`src/rtl/bcg_pkg.sv`:
```
package bcg_pkg;

  typedef enum logic [2:0] {
    SQ_IDLE   = 3'd0,
    SQ_FALL   = 3'd1,
    SQ_PREP   = 3'd2,
    SQ_RISE   = 3'd3,
    SQ_SETTLE = 3'd4,
    SQ_EDGE   = 3'd5
  } seq_state_e;

endpackage

```
`src/rtl/bcg_clk_track.sv`:
```
module bcg_clk_track (
  input  logic clk,
  input  logic rst_n,
  input  logic rise_i,
  input  logic fall_i,
  input  logic fall_late_i,
  output logic low_o,
  output logic safe_o
);

  logic low_q, safe_q;

  // low: clock seen falling; safe: delayed falling seen, data may move
  always_ff @(posedge clk or negedge rst_n) begin
    if (!rst_n) begin
      low_q  <= 1'b0;
      safe_q <= 1'b0;
    end else begin
      if (rise_i) begin
        low_q  <= 1'b0;
        safe_q <= 1'b0;
      end else begin
        if (fall_i)      low_q  <= 1'b1;
        if (fall_late_i) begin
          low_q  <= 1'b1;
          safe_q <= 1'b1;
        end
      end
    end
  end

  assign low_o  = low_q;
  assign safe_o = safe_q;

endmodule

```
`src/rtl/bcg_wait_timer.sv`:
```
module bcg_wait_timer #(
  parameter int unsigned WAIT_CYCLES = 4
) (
  input  logic clk,
  input  logic rst_n,
  input  logic clear_i,
  output logic expired_o
);

  localparam int unsigned CW = (WAIT_CYCLES > 1) ? $clog2(WAIT_CYCLES) : 1;
  localparam logic [CW-1:0] LAST = CW'(WAIT_CYCLES - 1);

  logic [CW-1:0] cnt_q;

  assign expired_o = (cnt_q == LAST);

  always_ff @(posedge clk or negedge rst_n) begin
    if (!rst_n)          cnt_q <= '0;
    else if (clear_i)    cnt_q <= '0;
    else if (!expired_o) cnt_q <= cnt_q + 1'b1;
  end

endmodule

```
`src/rtl/bcg_seq_fsm.sv`:
```
module bcg_seq_fsm
  import bcg_pkg::*;
(
  input  logic clk,
  input  logic rst_n,
  input  logic sda_i,
  input  logic rise_i,
  input  logic fall_late_i,
  input  logic low_i,
  input  logic safe_i,
  input  logic cond_i,
  input  logic make_start_i,
  input  logic make_stop_i,
  input  logic expired_i,
  output logic timer_clr_o,
  output logic sda_pull_o,
  output logic req_fall_o,
  output logic req_rise_o,
  output logic early_o,
  output logic done_o
);

  seq_state_e state_q, state_d;
  logic stop_q, stop_d;
  logic pull_q, pull_d;
  logic early_q, early_d;
  logic done_q, done_d;
  logic pre_ok;

  // data already at the level that must precede the condition edge
  assign pre_ok = (sda_i == !stop_d);

  always_comb begin
    state_d = state_q;
    stop_d  = stop_q;
    pull_d  = pull_q;
    early_d = 1'b0;
    done_d  = 1'b0;
    unique case (state_q)
      SQ_IDLE: begin
        if (make_start_i || make_stop_i) begin
          stop_d = !make_start_i;
          if (!low_i && pre_ok) begin
            state_d = SQ_EDGE;
            pull_d  = !stop_d;
          end else if (safe_i) begin
            if (pre_ok) begin
              state_d = SQ_RISE;
            end else begin
              state_d = SQ_PREP;
              pull_d  = stop_d;
            end
          end else begin
            state_d = SQ_FALL;
          end
        end
      end
      SQ_FALL: begin
        if (safe_i || fall_late_i) begin
          state_d = SQ_PREP;
          pull_d  = stop_q;
        end
      end
      SQ_PREP: begin
        if (expired_i) state_d = SQ_RISE;
      end
      SQ_RISE: begin
        if (rise_i || !low_i) state_d = SQ_SETTLE;
      end
      SQ_SETTLE: begin
        if (expired_i) begin
          state_d = SQ_EDGE;
          pull_d  = !stop_q;
        end
      end
      SQ_EDGE: begin
        if (expired_i) begin
          state_d = SQ_IDLE;
          done_d  = 1'b1;
        end
      end
      default: state_d = SQ_IDLE;
    endcase
    // a foreign condition before our own edge abandons the sequence
    if (cond_i && (state_q inside {SQ_FALL, SQ_PREP, SQ_RISE, SQ_SETTLE})) begin
      state_d = SQ_IDLE;
      pull_d  = pull_q;
      early_d = 1'b1;
    end
  end

  always_ff @(posedge clk or negedge rst_n) begin
    if (!rst_n) begin
      state_q <= SQ_IDLE;
      stop_q  <= 1'b0;
      pull_q  <= 1'b0;
      early_q <= 1'b0;
      done_q  <= 1'b0;
    end else begin
      state_q <= state_d;
      stop_q  <= stop_d;
      pull_q  <= pull_d;
      early_q <= early_d;
      done_q  <= done_d;
    end
  end

  assign timer_clr_o = (state_d != state_q);
  assign sda_pull_o  = pull_q;
  assign req_fall_o  = (state_q == SQ_FALL) && !low_i;
  assign req_rise_o  = (state_q == SQ_RISE) && low_i;
  assign early_o     = early_q;
  assign done_o      = done_q;

endmodule

```
`src/rtl/bus_cond_gen.sv`:
```
module bus_cond_gen #(
  parameter int unsigned WAIT_CYCLES = 4
) (
  input  logic clk,
  input  logic rst_n,
  input  logic sda_i,
  input  logic scl_rise_i,
  input  logic scl_fall_i,
  input  logic scl_fall_late_i,
  input  logic cond_start_seen_i,
  input  logic cond_stop_seen_i,
  input  logic make_start_i,
  input  logic make_stop_i,
  output logic sda_pull_o,
  output logic clk_fall_req_o,
  output logic clk_rise_req_o,
  output logic early_o,
  output logic done_o
);

  logic clk_low, clk_safe, tmr_clr, tmr_exp, cond_any;

  assign cond_any = cond_start_seen_i || cond_stop_seen_i;

  bcg_clk_track u_track (
    .clk        (clk),
    .rst_n      (rst_n),
    .rise_i     (scl_rise_i),
    .fall_i     (scl_fall_i),
    .fall_late_i(scl_fall_late_i),
    .low_o      (clk_low),
    .safe_o     (clk_safe)
  );

  bcg_wait_timer #(.WAIT_CYCLES(WAIT_CYCLES)) u_timer (
    .clk      (clk),
    .rst_n    (rst_n),
    .clear_i  (tmr_clr),
    .expired_o(tmr_exp)
  );

  bcg_seq_fsm u_fsm (
    .clk         (clk),
    .rst_n       (rst_n),
    .sda_i       (sda_i),
    .rise_i      (scl_rise_i),
    .fall_late_i (scl_fall_late_i),
    .low_i       (clk_low),
    .safe_i      (clk_safe),
    .cond_i      (cond_any),
    .make_start_i(make_start_i),
    .make_stop_i (make_stop_i),
    .expired_i   (tmr_exp),
    .timer_clr_o (tmr_clr),
    .sda_pull_o  (sda_pull_o),
    .req_fall_o  (clk_fall_req_o),
    .req_rise_o  (clk_rise_req_o),
    .early_o     (early_o),
    .done_o      (done_o)
  );

endmodule

```
`config.mk`:
```
export PLATFORM = sky130hd
export DESIGN_NAME = bus_cond_gen
export DESIGN_NICKNAME = d
export VERILOG_FILES = /design/src/rtl/bcg_pkg.sv /design/src/rtl/bcg_clk_track.sv /design/src/rtl/bcg_wait_timer.sv /design/src/rtl/bcg_seq_fsm.sv /design/src/rtl/bus_cond_gen.sv
export SDC_FILE = /design/constraint.sdc
export NUM_CORES = 1
export LEC_CHECK = 0
export ABC_AREA = 0
export BUFFER_PORTS_ARGS = -buffer_cell sky130_fd_sc_hd__buf_2
export CAP_MARGIN = 20
export CORE_MARGIN = 3
export CORE_UTILIZATION = 45
export CTS_CLUSTER_DIAMETER = 50
export DETAILED_ROUTE_END_ITERATION = 16
export PLACE_DENSITY_LB_ADDON = 0.05
export REMOVE_ABC_BUFFERS = 1
export SYNTH_ARGS = -nofsm -noshare
export SYNTH_HDL_FRONTEND = slang
export SYNTH_HIERARCHICAL = 1
export SYNTH_SLANG_ARGS = --single-unit
```
`constraint.sdc`:
```
create_clock -name clk -period 2.25 [get_ports clk]
set_clock_uncertainty 0.05 [all_clocks]
set_input_delay 0.225 -clock clk [delete_from_list [all_inputs] [get_ports clk]]
set_output_delay 0.225 -clock clk [all_outputs]
set_load 0.01 [all_outputs]
```
==> flow_metrics.py <==
metrics = {
    "synth": {
        "ys_top_cells_by_area": "dfrtp_1 31%, nor2_1 5.5%, nor3_1 3.9%",
        "yosysSeqAreaShare_pct": 30.9,
        "synth.distinct_cells": 48,
        "async_flop_share_pct": 100,
        "yosysTopAreaCell": "dfrtp_1",
        "yosysMostFrequentCell": "nor2_1",
        "avgSynthCellArea_um2": 8.50,
        "yosys-top-cells-count": "13 x nor2_1, 11 x dfrtp_1, 8 x clkbuf_1, 7 x nor3_1",
        "synth.cell_area_um2": 892,
        "ys.flop_type": "dfrtp_1",
        "ys_ff_latch": 11,
        "netlist_instances": 105,
        "synth.top_cell.area_share_pct": 30.9,
        "synth_edf_count": 0,
        "ys_warn_count": 6,
    },
    "floorplanning": {
        "start_util_pct": 49.5,
        "core_region_area_um2": 1800,
        "pin_count": 15,
        "die_y_um": 50.5,
        "die_x_um": 50.5,
        "die-area_um2": 2550,
        "num_rows": 15,
    },
    "routing": {
        "drc": 0,
        "drtPass1Iterations": 4,
        "avgViaCountPerCell": 6.10,
        "routed_wl_mm": 2.40,
        "num_vias": 933,
        "drt-initial-drc-count": 18,
        "antenna_left": 0,
        "routedWlPerCell_um": 15.7,
    },
    "power": {
        "leakagePower_nw": 0.486,
        "power_frac_seq_pct": 24.0,
        "switching_power_mw": 0.547,
        "p_per_area_nw_per_um2": 1100,
        "pwr-share-clk_pct": 11.5,
        "p_comb_share_pct": 64.4,
        "irDropWorstVdd_mv": 0.538,
        "internal-power_mw": 0.686,
        "p_sw_share_pct": 44.3,
    },
    "clock_tree": {
        "root_buffer": "clkbuf_4",
        "htree_levels": 1,
        "path_clk_slew_ns": 0.08,
        "cts_tree": "built",
        "cts_made_buffers": 3,
        "clk_path_buf_depth": 2,
        "cts.sinks": 11,
        "insertion_delay_ns": 0.27,
    },
    "critical_path": {
        "cp_max_fo": 3,
        "end_kind": "flop",
        "startpoint_type": "flop",
        "criticalPathCategory": "reg -> reg",
        "crit_arrival_ns": 2.41,
        "required_ns": 2.37,
    },
    "job": {
        "max_cap_viol_count": 0,
    },
    "run_status": {
        "violations": "setup timing",
        "status": "complete, but fails checks",
    },
    "finish": {
        "drive_gt1_share_pct": 28.9,
        "area_growth_pct": 25.9,
        "final_util_pct": 62.4,
        "antenna_cells": 0,
        "fillCellCount": 169,
        "fin_nets": 140,
        "fin_area_um2": 1120,
    },
    "timing": {
        "fin_crit_sh_pct": 102,
        "max-slew-margin-rel_pct": 60.1,
        "fmax_ghz": 0.436,
        "tightest_slew_ns": 0.591,
        "timing.final.hold_violations": 0,
        "drv_slew": 0,
        "worst_slack_ns": -0.0450,
        "rsz0062_at_grt": "yes",
        "setup_viol": 3,
        "min_period_ns": 2.29,
        "whs_ns": 0.0786,
    },
    "global_route": {
        "grt_max_degree": 16,
        "grt_use_total_pct": 20.4,
        "grt_pass1_vias": 864,
        "grt_pass1_wl_mm": 3.99,
        "overflow": 0,
        "antenna_found_initial": 0,
    },
    "placed_design": {
        "io_buffers": 14,
        "place_hpwl_mm": 1.66,
        "place.gp.congestion": 0.942,
        "dpl_cell_area_um2": 1050,
    },
    "worst_hold_path": {
        "hp-class": "in -> reg",
    },
}
critical path: stages, from the launching register on:
cell and delay [ns]:
dfrtp_1 0.38, or4b_4 0.56, a221o_1 0.40, a2111oi_4 0.35
buf_4 0.19, o31ai_2 0.08, o2111ai_2 0.10, nor2_1 0.07
worst paths after layout:
check | startpoint | cells past startpoint | end | slack [ns]
hold reg to reg | u_fsm/sda_pull_o | 1 | u_fsm/sda_pull_o | 0.45
setup reg to reg | u_fsm/state_q[2] | 7 | u_timer/cnt_q[1] | -0.04
max in group asynchronous | rst_n | 2 | u_fsm/early_o | 1.60
hold / removal | scl_rise_i | 2 | u_track/safe_o | 0.08
setup / recovery | u_fsm/state_q[2] | 7 | u_timer/cnt_q[1] | -0.04
min in group asynchronous | rst_n | 2 | u_fsm/done_o | 0.32
cell families after synthesis:
family,after synthesis,share of synthesized area (%)
flops,11,30.9
fa+ha+maj,1,1.40
xor+xnor,3,2.95
buf+inv,10,4.21
compound gates,27,24.7
simple gates,51,33.5
mux,2,2.38
power by group through the flow:
stage               sequential [mW]  clock [mW]  combinational, mW
floorplan                     0.352           0              0.411
global placement              0.298           0              0.687
detailed placement            0.301           0              0.698
CTS                           0.297       0.143              0.764
global route                  0.305       0.156              0.864
finish                        0.296       0.142              0.795
cells in the final DEF (no fill, tap or decap), drive strengths merged, types with 3 or more instances in the layout:
| cell type | netlist | layout |
|---|---|---|
| nand2 | 4 | 4 |
| and3 | 3 | 3 |
| nor2b | 4 | 4 |
| nor3 | 7 | 7 |
| dfrtp | 11 | 11 |
| o21ai | 3 | 3 |
| buf | 0 | 26 |
| a21boi | 3 | 3 |
| nand2b | 3 | 3 |
| nor2 | 13 | 13 |
| clkbuf | 8 | 4 |
| nand4 | 3 | 3 |
timing repair:
item	in CTS	in global routing
resized for setup	4	2
hold buffers	1	0
setup buffers	1	0
hold endpoints to repair	11	0
pin swaps	7	3
endpoints found under the setup margin	3	3
layer usage:
metal | track usage, % | share of wire [%]
met2 | 34.6 | 50
met1 | 26.3 | 44
met3 | 3.56 | 5.8
met5 | 0 | 0
met4 | 5.83 | 0.79
stage by stage:
step                TNS [ns]  worst slack, ns  total power [mW]  cells
finish                -0.103          -0.0450              1.23    153
global route          -0.251           -0.101              1.33    153
CTS                  -0.0260          -0.0260              1.20    153
detailed placement    -0.150          -0.0752             0.999    147
global placement     -0.0411          -0.0235             0.985    147
floorplan             -0.314           -0.109             0.763     97
registers in the layout (all words and copies together) (netlist names):
register,cells
u_fsm/early_o,1
u_fsm/done_o,1
u_fsm/state_q,3
u_track/low_o,1
u_fsm/sda_pull_o,1
u_timer/cnt_q,2
u_fsm/stop_q,1
u_track/safe_o,1
area by class of cell:
class	instances	area (µm²)	area share (%)
Sequential cell	11	275	24.5
Inverter	2	7.51	0.668
Clock buffer	4	26.3	2.34
Timing Repair Buffer	27	170	15.1
Tap cell	25	31.3	2.78
Multi-Input combinational cell	84	613	54.6
No activity file was read; power rests on OpenSTA's default activity.
